==> config.mk <==
export PLATFORM = sky130hd
export DESIGN_NAME = eifc_top
export DESIGN_NICKNAME = d
export VERILOG_FILES = /design/src/rtl/eifc_pkg.sv /design/src/rtl/eifc_sync.sv /design/src/rtl/eifc_chan.sv /design/src/rtl/eifc_top.sv
export SDC_FILE = /design/constraint.sdc
export NUM_CORES = 1
export LEC_CHECK = 0
export BUFFER_PORTS_ARGS = -buffer_cell sky130_fd_sc_hd__buf_4
export CORE_UTILIZATION = 50
export DETAILED_ROUTE_END_ITERATION = 10
export PLACE_DENSITY = 0.77
export SETUP_SLACK_MARGIN = 0.4
export SKIP_CTS_REPAIR_TIMING = 1
export SYNTH_ARGS = -nofsm -noshare
export SYNTH_HDL_FRONTEND = slang
export SYNTH_SLANG_ARGS = --single-unit
==> constraint.sdc <==
create_clock -name clk -period 0.95 [get_ports clk]
set_input_delay 0.19 -clock clk [delete_from_list [all_inputs] [get_ports clk]]
set_output_delay 0.19 -clock clk [all_outputs]
set_load 0.02 [all_outputs]
==> src/rtl/eifc_pkg.sv <==
package eifc_pkg;

  localparam int REG_W = 16;

  typedef enum logic [1:0] {
    DET_LOW  = 2'b00,
    DET_HIGH = 2'b01,
    DET_RISE = 2'b10,
    DET_FALL = 2'b11
  } det_mode_e;

  typedef enum logic {
    WORD_FLAGS = 1'b0,
    WORD_SEL   = 1'b1
  } reg_word_e;

  // Condition test on the synchronised sample and its one-cycle-older copy
  function automatic logic det_hit(det_mode_e mode, logic cur, logic prev);
    case (mode)
      DET_LOW:  det_hit = ~cur;
      DET_HIGH: det_hit = cur;
      DET_RISE: det_hit = cur & ~prev;
      default:  det_hit = ~cur & prev;
    endcase
  endfunction

endpackage

==> src/rtl/eifc_sync.sv <==
module eifc_sync #(
  parameter int   W       = 8,
  parameter int   STAGES  = 2,
  parameter logic RST_VAL = 1'b1
) (
  input  logic         clk,
  input  logic         rst,
  input  logic [W-1:0] d_i,
  output logic [W-1:0] q_o,
  output logic [W-1:0] q_prev_o
);

  localparam int DEPTH = STAGES + 1;

  logic [W-1:0] st [DEPTH];

  always_ff @(posedge clk) begin
    if (rst) begin
      for (int k = 0; k < DEPTH; k++) st[k] <= {W{RST_VAL}};
    end else begin
      st[0] <= d_i;
      for (int k = 1; k < DEPTH; k++) st[k] <= st[k-1];
    end
  end

  assign q_o      = st[STAGES-1];
  assign q_prev_o = st[STAGES];

endmodule

==> src/rtl/eifc_chan.sv <==
module eifc_chan
  import eifc_pkg::*;
(
  input  logic      clk,
  input  logic      rst,
  input  logic      cur_i,
  input  logic      prev_i,
  input  det_mode_e mode_i,
  input  logic      sw_clr_i,
  input  logic      xfer_clr_i,
  output logic      flag_o
);

  logic det;
  logic clr;
  logic flag_q;

  assign det = det_hit(mode_i, cur_i, prev_i);
  assign clr = sw_clr_i | xfer_clr_i;

  // set has priority over either clear source
  always_ff @(posedge clk) begin
    if (rst)      flag_q <= 1'b0;
    else if (det) flag_q <= 1'b1;
    else if (clr) flag_q <= 1'b0;
  end

  assign flag_o = flag_q;

  AST_SET_WINS: assert property (@(posedge clk) disable iff (rst)
    det |=> flag_q);
  AST_SW_CLEAR: assert property (@(posedge clk) disable iff (rst)
    (sw_clr_i && !det) |=> !flag_q);
  AST_XFER_CLEAR: assert property (@(posedge clk) disable iff (rst)
    (xfer_clr_i && !det) |=> !flag_q);
  AST_STICKY: assert property (@(posedge clk) disable iff (rst)
    (!clr && flag_q) |=> flag_q);

endmodule

==> src/rtl/eifc_top.sv <==
module eifc_top
  import eifc_pkg::*;
#(
  parameter int             NCH         = 8,
  parameter logic [NCH-1:0] CH_PRESENT  = 8'hF1,
  parameter int             FLAG_LSB    = 8,
  parameter int             SYNC_STAGES = 2
) (
  input  logic             clk,
  input  logic             rst,
  input  logic [NCH-1:0]   pin_i,
  input  logic [NCH-1:0]   xfer_done_i,
  input  logic             reg_addr_i,
  input  logic             reg_wr_i,
  input  logic             reg_rd_i,
  input  logic             reg_rmw_i,
  input  logic [REG_W-1:0] reg_wdata_i,
  output logic [REG_W-1:0] reg_rdata_o,
  output logic [NCH-1:0]   irq_o
);

  localparam int SEL_W = 2 * NCH;

  function automatic logic [SEL_W-1:0] widen(input logic [NCH-1:0] p);
    logic [SEL_W-1:0] m;
    for (int i = 0; i < NCH; i++) m[2*i +: 2] = {2{p[i]}};
    return m;
  endfunction

  localparam logic [SEL_W-1:0] SEL_MASK = widen(CH_PRESENT);

  logic [NCH-1:0]   cur;
  logic [NCH-1:0]   prev;
  logic [NCH-1:0]   flag;
  logic [NCH-1:0]   en_q;
  logic [SEL_W-1:0] sel_q;
  logic [NCH-1:0]   sw_clr;
  logic [NCH-1:0]   irq_q;
  logic [REG_W-1:0] rdata_q;
  logic [REG_W-1:0] rd_word;
  logic             wr_flags;
  logic             wr_sel;

  eifc_sync #(
    .W      (NCH),
    .STAGES (SYNC_STAGES),
    .RST_VAL(1'b1)
  ) u_sync (
    .clk     (clk),
    .rst     (rst),
    .d_i     (pin_i),
    .q_o     (cur),
    .q_prev_o(prev)
  );

  assign wr_flags = reg_wr_i && (reg_word_e'(reg_addr_i) == WORD_FLAGS);
  assign wr_sel   = reg_wr_i && (reg_word_e'(reg_addr_i) == WORD_SEL);
  assign sw_clr   = wr_flags ? ~reg_wdata_i[FLAG_LSB +: NCH] : '0;

  always_ff @(posedge clk) begin
    if (rst) begin
      en_q  <= '0;
      sel_q <= '0;
    end else begin
      if (wr_flags) en_q  <= reg_wdata_i[NCH-1:0] & CH_PRESENT;
      if (wr_sel)   sel_q <= reg_wdata_i[SEL_W-1:0] & SEL_MASK;
    end
  end

  for (genvar i = 0; i < NCH; i++) begin : g_ch
    if (CH_PRESENT[i]) begin : g_on
      eifc_chan u_chan (
        .clk       (clk),
        .rst       (rst),
        .cur_i     (cur[i]),
        .prev_i    (prev[i]),
        .mode_i    (det_mode_e'(sel_q[2*i +: 2])),
        .sw_clr_i  (sw_clr[i]),
        .xfer_clr_i(xfer_done_i[i]),
        .flag_o    (flag[i])
      );
    end else begin : g_off
      assign flag[i] = 1'b0;
    end
  end

  always_comb begin
    rd_word = '0;
    if (reg_word_e'(reg_addr_i) == WORD_FLAGS) begin
      rd_word[FLAG_LSB +: NCH] = reg_rmw_i ? CH_PRESENT : flag;
      rd_word[NCH-1:0]         = en_q;
    end else begin
      rd_word[SEL_W-1:0] = sel_q;
    end
  end

  always_ff @(posedge clk) begin
    if (rst) begin
      rdata_q <= '0;
      irq_q   <= '0;
    end else begin
      if (reg_rd_i) rdata_q <= rd_word;
      irq_q <= flag & en_q;
    end
  end

  assign reg_rdata_o = rdata_q;
  assign irq_o       = irq_q;

  AST_IRQ_GATE: assert property (@(posedge clk) disable iff (rst)
    1'b1 |=> (irq_o == $past(flag & en_q)));
  AST_ABSENT_QUIET: assert property (@(posedge clk) disable iff (rst)
    ((irq_o & ~CH_PRESENT) == '0) && ((flag & ~CH_PRESENT) == '0));
  AST_RMW_ONES: assert property (@(posedge clk) disable iff (rst)
    (reg_rd_i && reg_rmw_i && !reg_addr_i) |=>
      (reg_rdata_o[FLAG_LSB +: NCH] == CH_PRESENT));
  AST_SEL_ABSENT: assert property (@(posedge clk) disable iff (rst)
    (sel_q & ~SEL_MASK) == '0);

endmodule

==> insert_results.sql <==
INSERT INTO impl_metrics (metric_group, metric, value, unit) VALUES
('outcome', 'outcome', 'finished, violations left', ''),
('outcome', 'failed_checks', 'negative setup slack', ''),
('synth', 'synth-edff-count', '0', ''),
('layout', 'drive_above_1_share', '65.3', '%'),
('placement', 'post-place-ws', '-0.0287', 'ns'),
('synth', 'dominant_combinational_cell_family_by_area_after_synthesis', 'simple AND/OR/NAND/NOR gates', ''),
('placement', 'hpwl_reported_at_the_end_of_detailed_placement', '2.97', 'mm'),
('job', 'max_cap_violations', '0', ''),
('min_path', 'worstHoldEndpoint', 'u_sync.st[0][7]', ''),
('synth', 'synth.mux.area_fraction', '0.469', '%'),
('route', 'dr.pass1.iters', '4', ''),
('critical_path', 'crit_path_cell_trace', 'o21ba_2 -> a32o_1 -> a21oi_1', ''),
('critical_path', 'cp.required', '1.19', 'ns'),
('critical_path', 'critPathLaunchType', 'flip-flop', ''),
('synth', 'yosys_most_used_dff', 'sky130_fd_sc_hd__dfxtp_1', ''),
('sta', 'hold_viol', '0', ''),
('layout', 'mostFrequentLayoutCell', 'sky130_fd_sc_hd__buf_4', ''),
('power', 'power_per_cell_area', '1360', 'mW/mm^2'),
('floorplanning', 'die-width', '67.3', 'um'),
('synth', 'synth_compound_gate_area_share', '15.6', '%'),
('min_path', 'holdCritPathClass', 'input pin to flip-flop', ''),
('clock_tree', 'path_clk_slew', '0.09', 'ns'),
('synth', 'synth-async-reset-ratio', '0', '%'),
('power', 'total_leakage_power', '1.24', 'nW'),
('layout', 'multi_input_area', '0.00128', 'sq mm'),
('layout', 'fill_cells', '256', ''),
('floorplanning', 'chipHeight', '67.3', 'um'),
('placement', 'gp_congestion', '0.817', ''),
('power', 'irDropWorstVdd', '1180', 'uV'),
('clock_tree', 'cts-buffers-inserted', '5', ''),
('sta', 'setup_viol_count_final', '14', ''),
('placement', 'port_buffers', '48', ''),
('route', 'via_count', '1831', ''),
('layout', 'final_cell_mix', '38 x sky130_fd_sc_hd__buf_4, 30 x sky130_fd_sc_hd__dfxtp_2, 28 x sky130_fd_sc_hd__buf_6', ''),
('synth', 'yosys.area_share.xor_xnor', '0.411', '%'),
('route', 'detail_route.drc_violations', '0', ''),
('synth', 'post_synthesis_average_cell_area', '9.12', 'sq um'),
('floorplanning', 'design.core.area', '0.00406', 'sq mm'),
('sta', 'slew_viol_final', '0', ''),
('min_path', 'hold_path_depth', '2', ''),
('sta', 'achievable-frequency', '989', 'MHz'),
('clock_tree', 'cts.sink_count', '54', ''),
('global_routing', 'number_of_global_route_vias_before_repair', '1468', ''),
('sta', 'grt_setup_unrepaired', 'true', ''),
('critical_path', 'critical_path.reg2reg.startpoint', 'sel_q[13]', ''),
('sta', 'fin_crit_period', '1.01', 'ns'),
('synth', 'synthDistinctLibCells', '28', ''),
('clock_tree', 'clock_path_buffers', '2', ''),
('global_routing', 'initial_antenna_violation_count', '0', ''),
('layout', 'nNetsFinal', '334', ''),
('sta', 'timing.final.ws_setup', '-0.0607', 'ns'),
('critical_path', 'setup.worst_path.class', 'flip-flop to flip-flop', ''),
('critical_path', 'critical_path_buf_inv_count', '0', ''),
('floorplanning', 'io_pins', '62', ''),
('critical_path', 'reg2reg_depth', '3', ''),
('critical_path', 'worst_r2r_endpoint', 'g_ch[6].g_on.u_chan.flag_o', ''),
('synth', 'ys_ff_latch', '54', ''),
('floorplanning', 'design.die.area', '0.00453', 'sq mm'),
('clock_tree', 'cts-root-buf', 'sky130_fd_sc_hd__clkbuf_8', ''),
('synth', 'ys_warn_count', '0', ''),
('synth', 'synth_cells', '234', ''),
('floorplanning', 'initial_utilization', '52.6', '%'),
('layout', 'util_after_layout', '80.2', '%'),
('sta', 'final_min_period_over_clock_period', '106', '%'),
('clock_tree', 'tritoncts', 'yes', ''),
('critical_path', 'worstPathMaxFanout', '6', ''),
('critical_path', 'critical_path.top_delay_family', 'compound AO/OA/AOI/OAI gates', ''),
('floorplanning', 'std_cell_rows', '23', ''),
('synth', 'ys_seq_area_share', '50.7', '%'),
('layout', 'num_antenna_cells', '0', ''),
('clock_tree', 'cts-htree-levels', '2', '');
cell families (layout without fill, tap and decap cells):
kind of cell,Yosys count,in the layout
AOI/OAI and AO/OA,53,53
xor gates and xnor gates,1,1
buffers and inverters,18,76
DFF,54,54
muxes,1,1
other,1,5
and+or+nand+nor,106,107
sequential cells by signal (all words and copies together) (netlist names):
| name | count |
|---|---|
| irq_o | 5 |
| g_ch.g_on.u_chan.flag_o | 5 |
| u_sync.st | 15 |
| en_q | 5 |
| sel_q | 10 |
| reg_rdata_o | 14 |
worst max path at each step:
stage,start,end,slack (ns),cells past startpoint
after detailed placement,reg_addr_i,g_ch[4].g_on.u_chan.flag_o,-0.03,4
final,sel_q[13],g_ch[6].g_on.u_chan.flag_o,-0.06,3
after global routing,sel_q[13],g_ch[6].g_on.u_chan.flag_o,-0.1,3
after CTS,reg_rdata_o[0],reg_rdata_o[0],-0.06,1
after global placement,reg_addr_i,g_ch[0].g_on.u_chan.flag_o,-0.008,4
after floorplan,sel_q[1],g_ch[0].g_on.u_chan.flag_o,0.07,3
layer usage:
metal | up-vias | global-route usage [%] | part of all wire (%)
li1 | 904 | - | -
met1 | 855 | 24.2 | 42
met2 | 61 | 33.3 | 50
met3 | 11 | 5.74 | 4.5
met4 | 0 | 7.98 | 3.0
met5 | - | 0 | 0
cell usage after synthesis (3+ instances only):
cell type / instances / area (sq um)
sky130_fd_sc_hd__o311ai_0: 5 / 43.8
sky130_fd_sc_hd__a21oi_1: 32 / 160
sky130_fd_sc_hd__buf_4: 11 / 82.6
sky130_fd_sc_hd__o21ai_0: 5 / 25.0
sky130_fd_sc_hd__o21ba_2: 4 / 40.0
sky130_fd_sc_hd__nand3_1: 4 / 20.0
sky130_fd_sc_hd__nor2b_1: 5 / 31.3
sky130_fd_sc_hd__dfxtp_1: 54 / 1080
sky130_fd_sc_hd__nand2b_1: 24 / 150
sky130_fd_sc_hd__nand2_1: 35 / 131
sky130_fd_sc_hd__buf_2: 3 / 15.0
sky130_fd_sc_hd__a32o_1: 4 / 40.0
sky130_fd_sc_hd__or2_2: 15 / 93.8
sky130_fd_sc_hd__nor2_1: 6 / 22.5
sky130_fd_sc_hd__clkbuf_1: 3 / 11.3
sky130_fd_sc_hd__nand3b_1: 12 / 90.1
stage by stage:
stage	TNS [ns]	instance area (sq um)	std cells	total power, mW
after detailed placement	-0.0334	2620	329	2.98
after global routing	-1.06	3250	347	4.66
final	-0.185	3250	347	4.44
after CTS	-0.573	2710	337	4.26
after global placement	-0.0155	2620	329	2.97
after floorplan	0	2320	238	2.83
cell type report:
cell class	instances	share of cell area (%)
clock buffers	7	2.65
clock inverters	1	0.154
multi-input cells	167	39.2
flip-flops and latches	54	36.1
well taps	50	1.92
repair buffers	68	19.9
power breakdown:
group	internal (mW)	switching (mW)	leakage [nW]
Sequential	2.34	0.0906	0.461
Clock	0.590	0.722	0.0482
Combinational	0.378	0.318	0.729
(Power assumes the default switching activity.)
